`src/rtl/aud_rate_pkg.sv`:
```
package aud_rate_pkg;

    localparam int PRE_W    = 2;
    localparam int CNT_W    = 8;
    localparam int RATE_W   = PRE_W + CNT_W;
    localparam int SEL_W    = 3;
    localparam int NUM_SRC  = 4;
    localparam int NUM_CH   = 2;
    localparam int SRC_IDX_W = $clog2(NUM_SRC);
    // widest prescaler terminal value is 2*4^(2^PRE_W-1)-1
    localparam int PCNT_W   = 2 * ((1 << PRE_W) - 1) + 1;

    localparam int CTRL_SELA_LSB = 20;
    localparam int CTRL_SELB_LSB = 16;
    localparam int CTRL_OSEL_BIT = 31;

    typedef struct packed {
        logic [PRE_W-1:0] pre;
        logic [CNT_W-1:0] cnt;
    } rate_t;

    typedef struct packed {
        logic             out_b_sel;
        logic [SEL_W-1:0] sel_a;
        logic [SEL_W-1:0] sel_b;
    } ctrl_t;

    typedef struct packed {
        logic                 valid;
        logic [SRC_IDX_W-1:0] idx;
    } src_pick_t;

    typedef enum logic [1:0] {
        REG_CTRL   = 2'd0,
        REG_RATE_A = 2'd1,
        REG_RATE_B = 2'd2,
        REG_NONE   = 2'd3
    } reg_addr_e;

    localparam rate_t RATE_RST = '{pre: '0, cnt: CNT_W'(2)};
    localparam ctrl_t CTRL_RST = '{out_b_sel: 1'b0, sel_a: '0, sel_b: '0};

    function automatic ctrl_t ctrl_unpack(input logic [31:0] w);
        ctrl_t c;
        c.out_b_sel = w[CTRL_OSEL_BIT];
        c.sel_a     = w[CTRL_SELA_LSB +: SEL_W];
        c.sel_b     = w[CTRL_SELB_LSB +: SEL_W];
        return c;
    endfunction

    function automatic src_pick_t decode_sel(input logic [SEL_W-1:0] s);
        src_pick_t p;
        p = '{valid: 1'b0, idx: '0};
        case (s)
            3'd0: p = '{valid: 1'b1, idx: SRC_IDX_W'(0)};
            3'd1: p = '{valid: 1'b1, idx: SRC_IDX_W'(1)};
            3'd2: p = '{valid: 1'b1, idx: SRC_IDX_W'(2)};
            3'd4: p = '{valid: 1'b1, idx: SRC_IDX_W'(3)};
            default: p = '{valid: 1'b0, idx: '0};
        endcase
        return p;
    endfunction

    function automatic logic [PCNT_W-1:0] pre_last(input logic [PRE_W-1:0] n);
        logic [PCNT_W:0] full;
        full = (PCNT_W+1)'(2) << (2 * n);
        return PCNT_W'(full - 1'b1);
    endfunction

endpackage

```
`src/rtl/aud_rate_regs.sv`:
```
module aud_rate_regs
    import aud_rate_pkg::*;
#(
    parameter int DATA_W = 32,
    parameter int ADDR_W = 2
) (
    input  logic              clk,
    input  logic              rst,
    input  logic              wr_en,
    input  logic [ADDR_W-1:0] wr_addr,
    input  logic [DATA_W-1:0] wr_data,
    output ctrl_t             ctrl_q,
    output rate_t             rate_q [NUM_CH],
    output logic [NUM_CH-1:0] reload_q
);

    logic ctrl_hit;
    logic [NUM_CH-1:0] rate_hit;

    assign ctrl_hit = wr_en && (wr_addr == ADDR_W'(REG_CTRL));

    for (genvar c = 0; c < NUM_CH; c++) begin : g_hit
        assign rate_hit[c] = wr_en && (wr_addr == ADDR_W'(c + 1));
    end

    always_ff @(posedge clk) begin
        if (rst) begin
            ctrl_q <= CTRL_RST;
        end else if (ctrl_hit) begin
            ctrl_q <= ctrl_unpack(wr_data[31:0]);
        end
    end

    for (genvar c = 0; c < NUM_CH; c++) begin : g_rate
        always_ff @(posedge clk) begin
            if (rst) begin
                rate_q[c]   <= RATE_RST;
                reload_q[c] <= 1'b0;
            end else begin
                reload_q[c] <= rate_hit[c] || ctrl_hit;
                if (rate_hit[c]) begin
                    rate_q[c] <= rate_t'(wr_data[RATE_W-1:0]);
                end
            end
        end
    end

endmodule

```
`src/rtl/aud_rate_srcmux.sv`:
```
module aud_rate_srcmux
    import aud_rate_pkg::*;
#(
    parameter int N_SRC = NUM_SRC
) (
    input  logic [N_SRC-1:0] src_tick,
    input  logic [SEL_W-1:0] sel,
    output logic             tick
);

    src_pick_t pick;

    always_comb begin
        pick = decode_sel(sel);
        tick = pick.valid && src_tick[pick.idx];
    end

endmodule

```
`src/rtl/aud_rate_chan.sv`:
```
module aud_rate_chan
    import aud_rate_pkg::*;
(
    input  logic  clk,
    input  logic  rst,
    input  logic  tick,
    input  logic  reload,
    input  rate_t rate,
    output logic  pulse
);

    logic              pend_q;
    logic [PCNT_W-1:0] pre_q;
    logic [CNT_W-1:0]  cnt_q;
    logic              pulse_q;
    logic              pre_wrap;
    logic              cnt_last;

    assign pre_wrap = (pre_q == pre_last(rate.pre));
    assign cnt_last = (cnt_q == rate.cnt);

    always_ff @(posedge clk) begin
        if (rst) begin
            pend_q  <= 1'b0;
            pre_q   <= '0;
            cnt_q   <= '0;
            pulse_q <= 1'b0;
        end else begin
            pulse_q <= 1'b0;
            if (tick) begin
                if (pend_q || reload) begin
                    pend_q <= 1'b0;
                    pre_q  <= '0;
                    cnt_q  <= '0;
                end else if (pre_wrap) begin
                    pre_q <= '0;
                    if (cnt_last) begin
                        cnt_q   <= '0;
                        pulse_q <= 1'b1;
                    end else begin
                        cnt_q <= cnt_q + 1'b1;
                    end
                end else begin
                    pre_q <= pre_q + 1'b1;
                end
            end else if (reload) begin
                pend_q <= 1'b1;
            end
        end
    end

    assign pulse = pulse_q;

endmodule

```
`src/rtl/aud_rate_gen.sv`:
```
module aud_rate_gen
    import aud_rate_pkg::*;
#(
    parameter int DATA_W = 32,
    parameter int ADDR_W = 2
) (
    input  logic              clk,
    input  logic              rst,
    input  logic              wr_en,
    input  logic [ADDR_W-1:0] wr_addr,
    input  logic [DATA_W-1:0] wr_data,
    input  logic [NUM_SRC-1:0] src_tick,
    output logic              out_a,
    output logic              out_b,
    output logic              clkout_sel_b
);

    ctrl_t             ctrl_q;
    rate_t             rate_q [NUM_CH];
    logic [NUM_CH-1:0] reload_q;
    logic [NUM_CH-1:0] chan_tick;
    logic [NUM_CH-1:0] chan_pulse;

    aud_rate_regs #(
        .DATA_W (DATA_W),
        .ADDR_W (ADDR_W)
    ) u_regs (
        .clk      (clk),
        .rst      (rst),
        .wr_en    (wr_en),
        .wr_addr  (wr_addr),
        .wr_data  (wr_data),
        .ctrl_q   (ctrl_q),
        .rate_q   (rate_q),
        .reload_q (reload_q)
    );

    for (genvar g = 0; g < NUM_CH; g++) begin : g_ch
        aud_rate_srcmux #(
            .N_SRC (NUM_SRC)
        ) u_mux (
            .src_tick (src_tick),
            .sel      ((g == 0) ? ctrl_q.sel_a : ctrl_q.sel_b),
            .tick     (chan_tick[g])
        );

        aud_rate_chan u_chan (
            .clk    (clk),
            .rst    (rst),
            .tick   (chan_tick[g]),
            .reload (reload_q[g]),
            .rate   (rate_q[g]),
            .pulse  (chan_pulse[g])
        );
    end

    assign out_a        = chan_pulse[0];
    assign out_b        = chan_pulse[1];
    assign clkout_sel_b = ctrl_q.out_b_sel;

endmodule

```
`config.mk`:
```
export PLATFORM = sky130hd
export DESIGN_NAME = aud_rate_gen
export DESIGN_NICKNAME = d
export VERILOG_FILES = /design/src/rtl/aud_rate_pkg.sv /design/src/rtl/aud_rate_regs.sv /design/src/rtl/aud_rate_srcmux.sv /design/src/rtl/aud_rate_chan.sv /design/src/rtl/aud_rate_gen.sv
export SDC_FILE = /design/constraint.sdc
export NUM_CORES = 1
export LEC_CHECK = 0
export ABC_AREA = 0
export BUFFER_PORTS_ARGS = -buffer_cell sky130_fd_sc_hd__buf_2
export CAP_MARGIN = 10
export CORE_MARGIN = 2
export CORE_UTILIZATION = 51
export DETAILED_ROUTE_END_ITERATION = 16
export GPL_TIMING_DRIVEN = 0
export HOLD_SLACK_MARGIN = 0.15
export PLACE_DENSITY_LB_ADDON = 0.12
export SETUP_SLACK_MARGIN = 0.3
export SYNTH_ARGS = -nofsm -noshare
export SYNTH_HDL_FRONTEND = slang
export SYNTH_SLANG_ARGS = --single-unit
```
`constraint.sdc`:
```
create_clock -name clk -period 1.9 [get_ports clk]
set_input_delay 0.095 -clock clk [delete_from_list [all_inputs] [get_ports clk]]
set_output_delay 0.095 -clock clk [all_outputs]
set_load 0.005 [all_outputs]
```
; Yosys cells after proc, flatten, opt, wreduce, memory -nomap -nowiden
; Cells that the tools add are included.
[word_totals]
out_inout_bits = 3
in_bits = 41
ff_bits = 63
word_cells = 91
[classes]
reduce_logical = 22
n_bitwise = 4
mux = 24
add_sub_neg = 6
eq_ne = 14
order_cmp = 2
shift = 2
[ops]
columns = op, n
row1 = two-way mux 8 bit, 6
row2 = two-way mux 7 bit, 4
row3 = case mux 3 bit (4 select lines), 2
row4 = adder 8 x 1 -> 8 bit (second input constant), 2
row5 = == test 8 bit, 2
row6 = adder 7 x 1 -> 7 bit (second input constant), 2
row7 = == test 7 bit, 2
row8 = left shift 2 x 3 -> 7 bit (first input constant), 2
row9 = subtractor 7 x 1 -> 7 bit (second input constant), 2
row10 = two-way mux 1 bit, 10
row11 = AND reduction 2 bit, 4
row12 = nonzero test 2 bit, 4
row13 = OR reduction 4 bit, 2
row14 = == test 3 x 1 -> 1 bit (second input constant), 2
row15 = == test 3 x 2 -> 1 bit (second input constant), 2
row16 = == test 3 bit (second input constant), 2
row17 = zero test 3 bit, 2
row18 = < comparator 2 x 3 -> 1 bit (second input constant), 2
row19 = logical AND 1 bit, 5
row20 = binary-select mux 1 bit (select 2 bit), 2
row21 = logical OR 1 bit, 4
row22 = != test 2 bit (second input constant), 2
row23 = NOT 1 bit, 4
row24 = == test 2 x 1 -> 1 bit (second input constant), 1
row25 = other kinds (2), 2

; Depth between registers and ports, before layout
[depth]
ltp_word = 7
depth_mapped = 7
depth_no_buf = 6

; Hierarchy
; Synthesis repeated with hierarchy kept, for this count alone.
[unflattened]
cells_unflattened = 327
hier_area_um2 = 3138.0
[by_module_without_submodules]
columns = module, area_per_inst_um2, n_inst, cells_each, seq_area_each_um2
row1 = aud_rate_chan, 918.4, 2, 101, 340.3
row2 = aud_rate_regs, 1226.2, 1, 115, 580.6
row3 = aud_rate_srcmux, 37.5, 2, 5, 0.0

; Worst setup path before layout
; Ideal clock, no wire load.
[synth_timing]
kind = register to register
startpoint = register g_ch[1].u_chan.pre_q[3]
endpoint = register g_ch[1].u_chan.cnt_q[0]
setup_slack_ns = 0.083
arrival_time_ns = 1.747
synth_period_minus_slack_ns = 1.817
path_stages_with_launch = 6
setup_time_ns = 0.070
cell_sequence = dfxtp_1 > or4b_1 > a22oi_2 > a21oi_2 > or4b_1 > a21oi_1
[synth_via]
elab_chain_len = 3
[synth_lines]
columns = item, line
row1 = from (decl), aud_rate_chan.sv:13  ; logic [PCNT_W-1:0] pre_q;
row2 = from (signal assigned), aud_rate_chan.sv:44  ; pre_q <= pre_q + 1'b1;
row3 = == test 7 bit, aud_rate_chan.sv:19  ; assign pre_wrap = (pre_q == pre_last(rate.pre));
row4 = nonzero test 2 bit (no source line), --
row5 = AND reduction 2 bit (no source line), --
row6 = to (signal assigned), aud_rate_chan.sv:41  ; cnt_q <= cnt_q + 1'b1;
row7 = to (decl), aud_rate_chan.sv:14  ; logic [CNT_W-1:0] cnt_q;
; Every way passes these cells.
; A chain may end at the register's enable or synchronous reset.

; Final worst setup path
; Same ends and word-level chain as after synthesis.

==> flow_summary.toml <==
[critical_path]
crit_path_end_kind = "flop"
r2r_end = "g_ch[1].u_chan.cnt_q[0]"
worst_ep_required_time_ns = 2.17
path_class = "flop to flop"
arrival_ns = 2.17
cp_max_fo = 3
regToRegSetupSlack_ns = -0.007
reg2reg_depth = 5
setup.worst_path.start_class = "flop"
worstReg2RegStart = "g_ch[1].u_chan.pre_q[3]"

[drt]
ant_nets = 0
drt_iter0_markers = 167
wl_per_cell_um = 17.1
vias_per_cell = 5.91
num_vias = 3063
drc = 0
wl_mm = 8.87
drt_first_pass_iters = 5

[clock_network]
htree_num_levels = 3
clkTransAtPathRegs_ns = 0.06
numCtsBuffers = 9
clk_latency_ns = 0.34
cts_buffer_depth = 2
cts.sinks = 63
cts-root-buf = "clkbuf_8"
cts_tree = "yes"

[sta]
finalSetupViolations = 1
final.setup.worst_slack_ns = -0.00728
period_share_pct = 100
skew_ns = 0.0129
slew_viol_final = 0
rsz0062_at_grt = "yes"
slew_headroom_pct = 59.7
timing.fmax_mhz = 524
min_period_ns = 1.91
timing_hold_violations_final = 0
tightest_slew_ns = 0.604

[global_routing]
grt_max_degree = 11
grt.total_usage_pct = 26.0
grt_pass1_wl_mm = 13.4
grt_pass1_vias = 2864
overflow = 0
antenna_found_initial = 0

[floorplan]
core_area_mm2 = 0.00596
die-area_mm2 = 0.00681
fp.dieH_um = 82.5
die_x_um = 82.5
ios = 44
initial_utilization_pct = 52.8
rows = 28

[cells_and_area]
n_antenna_cell = 0
syn_to_final_growth_pct = 39.2
finish.instance_area_mm2 = 0.00438
nets = 484
drive_gt1_share_pct = 33.9

[yosys]
yosys.area.top_type = "dfxtp_1"
synthesis.nets = 404
ys_seq_area_share_pct = 40.1
synthFlopType = "dfxtp_1"
synth_cell_type_count = 47
synthCells = 359
netlist_area_mm2 = 0.00314
async_flop_share_pct = 0
avgSynthCellArea_um2 = 8.76
synth_area_leaders = "dfxtp_1 (40%), mux2i_1 (9.2%), nor2_1 (4.5%)"
synth_top_area_share_pct = 40.1
synth_edf_count = 0
yosys_warnings = 0
yosys_register_bits = 63

[placed_design]
portBuffers = 28
dp.final_hpwl_mm = 5.33
place.gp.congestion = 0.832
place_area_mm2 = 0.00344

[status]
violations = "negative setup slack"
status = "finished with violations"

[power_and_ir_drop]
total_power_w = 0.00307
peakVddDrop_v = 0.000444
p_per_area_mw_per_mm2 = 701
p_leak_nw = 1.76

[hold_path]
hold_start = "wr_addr[0]"
hold_end = "u_regs.rate_q[11]"
holdPathStages = 4
min_path_type = "input pin to flop"

[run]
drv_cap = 0
-- metal layers --
metal / wire [um] / global-route usage [%] / vias to the layer above
met5: 0 / 0 / -
met4: 192 / 11.0 / 0
met3: 400 / 4.46 / 25
met2: 4130 / 42.3 / 93
met1: 4140 / 34.0 / 1462
li1: - / - / 1483
-- kinds of logic (layout without fill, tap and decap cells) --
logic type | Yosys count | after routing | synth area share, %
DFF | 63 | 63 | 40.1
muxes | 29 | 29 | 9.23
and+or+nand+nor | 146 | 146 | 24.2
buffers and inverters | 27 | 110 | 4.18
xor gates and xnor gates | 16 | 16 | 4.46
adders and majority gates | 4 | 4 | 1.59
AOI/OAI and AO/OA | 74 | 75 | 16.2
-- Yosys cell counts (5+ instances only) --
| library cell | number |
|---|---|
| mux2i_1 | 29 |
| nand2_1 | 24 |
| o21ai_0 | 12 |
| nand4_1 | 11 |
| nor2_1 | 38 |
| a31oi_1 | 10 |
| o31ai_1 | 5 |
| a211oi_1 | 7 |
| nand3b_1 | 5 |
| nor4_1 | 6 |
| o32ai_1 | 5 |
| nand3_1 | 21 |
| or4_1 | 10 |
| inv_1 | 9 |
| or3_1 | 9 |
| a21oi_1 | 15 |
| xor2_1 | 16 |
| clkbuf_1 | 13 |
| or2_2 | 6 |
| dfxtp_1 | 63 |
-- where the power goes --
part           total [W]  leakage [nW]  switching [W]  internal [W]
Sequential       0.00141         0.520      0.0000495       0.00136
Combinational   0.000666          1.16       0.000353      0.000313
Clock           0.000993        0.0805       0.000490      0.000503
Total            0.00307          1.76       0.000893       0.00217
-- worst max-delay path, cell delays in order, from the launching register on --
cell and delay, ns:
dfxtp_4 0.34, or4b_4 0.53, a22oi_2 0.23, a21oi_4 0.09, or4b_4 0.50, a21oi_1 0.14
-- timing repair --
item                                    in CTS  in global routing
hold endpoints to repair                    30                  0
buffers inserted                            10                  8
endpoints found under the setup margin      33                 57
pin swaps                                   17                 19
resized for setup                           61                 34
hold buffers                                21                  0
cloned                                       1                  1
-- flip-flops by register name, summed over array words and instances (netlist names) --
signal	flops
u_regs.rate_q	20
g_ch.u_chan.cnt_q	16
g_ch.u_chan.pre_q	14
u_regs.ctrl_q	7
g_ch.u_chan.pend_q	2
g_ch.u_chan.pulse	2
u_regs.reload_q	2
-- through the flow --
stage / hold slack (ns) / TNS, ns / setup slack, ns / cells / util, %
final: 0.171 / -0.00728 / -0.00728 / 518 / 73.5
after global routing: 0.209 / -0.0905 / -0.0522 / 518 / 73.5
after CTS: 0.153 / -0.0157 / -0.0157 / 509 / 70.1
after detailed placement: 0.308 / -0.805 / -0.115 / 462 / 57.8
after global placement: 0.302 / -0.744 / -0.132 / 462 / 57.8
after floorplan: 0.171 / 0 / 0.0830 / 359 / -
-- layout make-up --
type | instances | area, um2
timing repair buffer | 68 | 537
inverter | 9 | 33.8
multi-input combinational | 270 | 2120
buffer | 18 | 138
tap | 75 | 93.8
sequential | 63 | 1290
clock inverter | 1 | 5.00
clock buffer | 14 | 153
fill | 443 | 1580
-- placed cells by master (no fill, tap or decap), types with 5 or more instances in the layout --
| master | n |
|---|---|
| nor2_1 | 37 |
| or2_2 | 6 |
| inv_1 | 9 |
| clkbuf_2 | 5 |
| dfxtp_4 | 5 |
| clkbuf_8 | 14 |
| clkbuf_1 | 10 |
| dlygate4sd3_1 | 21 |
| or3_1 | 7 |
| o21ai_0 | 8 |
| a21oi_1 | 8 |
| mux2i_1 | 28 |
| buf_4 | 14 |
| nand3_1 | 15 |
| nand4_1 | 11 |
| xor2_1 | 16 |
| nand3_2 | 5 |
| dfxtp_2 | 12 |
| dfxtp_1 | 46 |
| or4_1 | 8 |
| a31oi_1 | 10 |
| a21oi_2 | 6 |
| nand3b_1 | 5 |
| nand2_1 | 23 |
| buf_2 | 28 |
-- worst max-delay path by stage --
stage / startpoint / to / depth (start not counted) / slack, ns
detailed placement: u_regs.ctrl_q[1] / g_ch[1].u_chan.pre_q[5] / 6 / -0.12
finish: g_ch[1].u_chan.pre_q[3] / g_ch[1].u_chan.cnt_q[0] / 5 / -0.007
floorplan: g_ch[1].u_chan.pre_q[3] / g_ch[1].u_chan.cnt_q[0] / 5 / 0.08
global route: g_ch[1].u_chan.pre_q[4] / g_ch[1].u_chan.cnt_q[0] / 5 / -0.05
CTS: g_ch[1].u_chan.pre_q[3] / g_ch[1].u_chan.cnt_q[0] / 5 / -0.02
global placement: u_regs.ctrl_q[1] / g_ch[1].u_chan.pre_q[4] / 6 / -0.13
(Power assumes the default switching activity.)
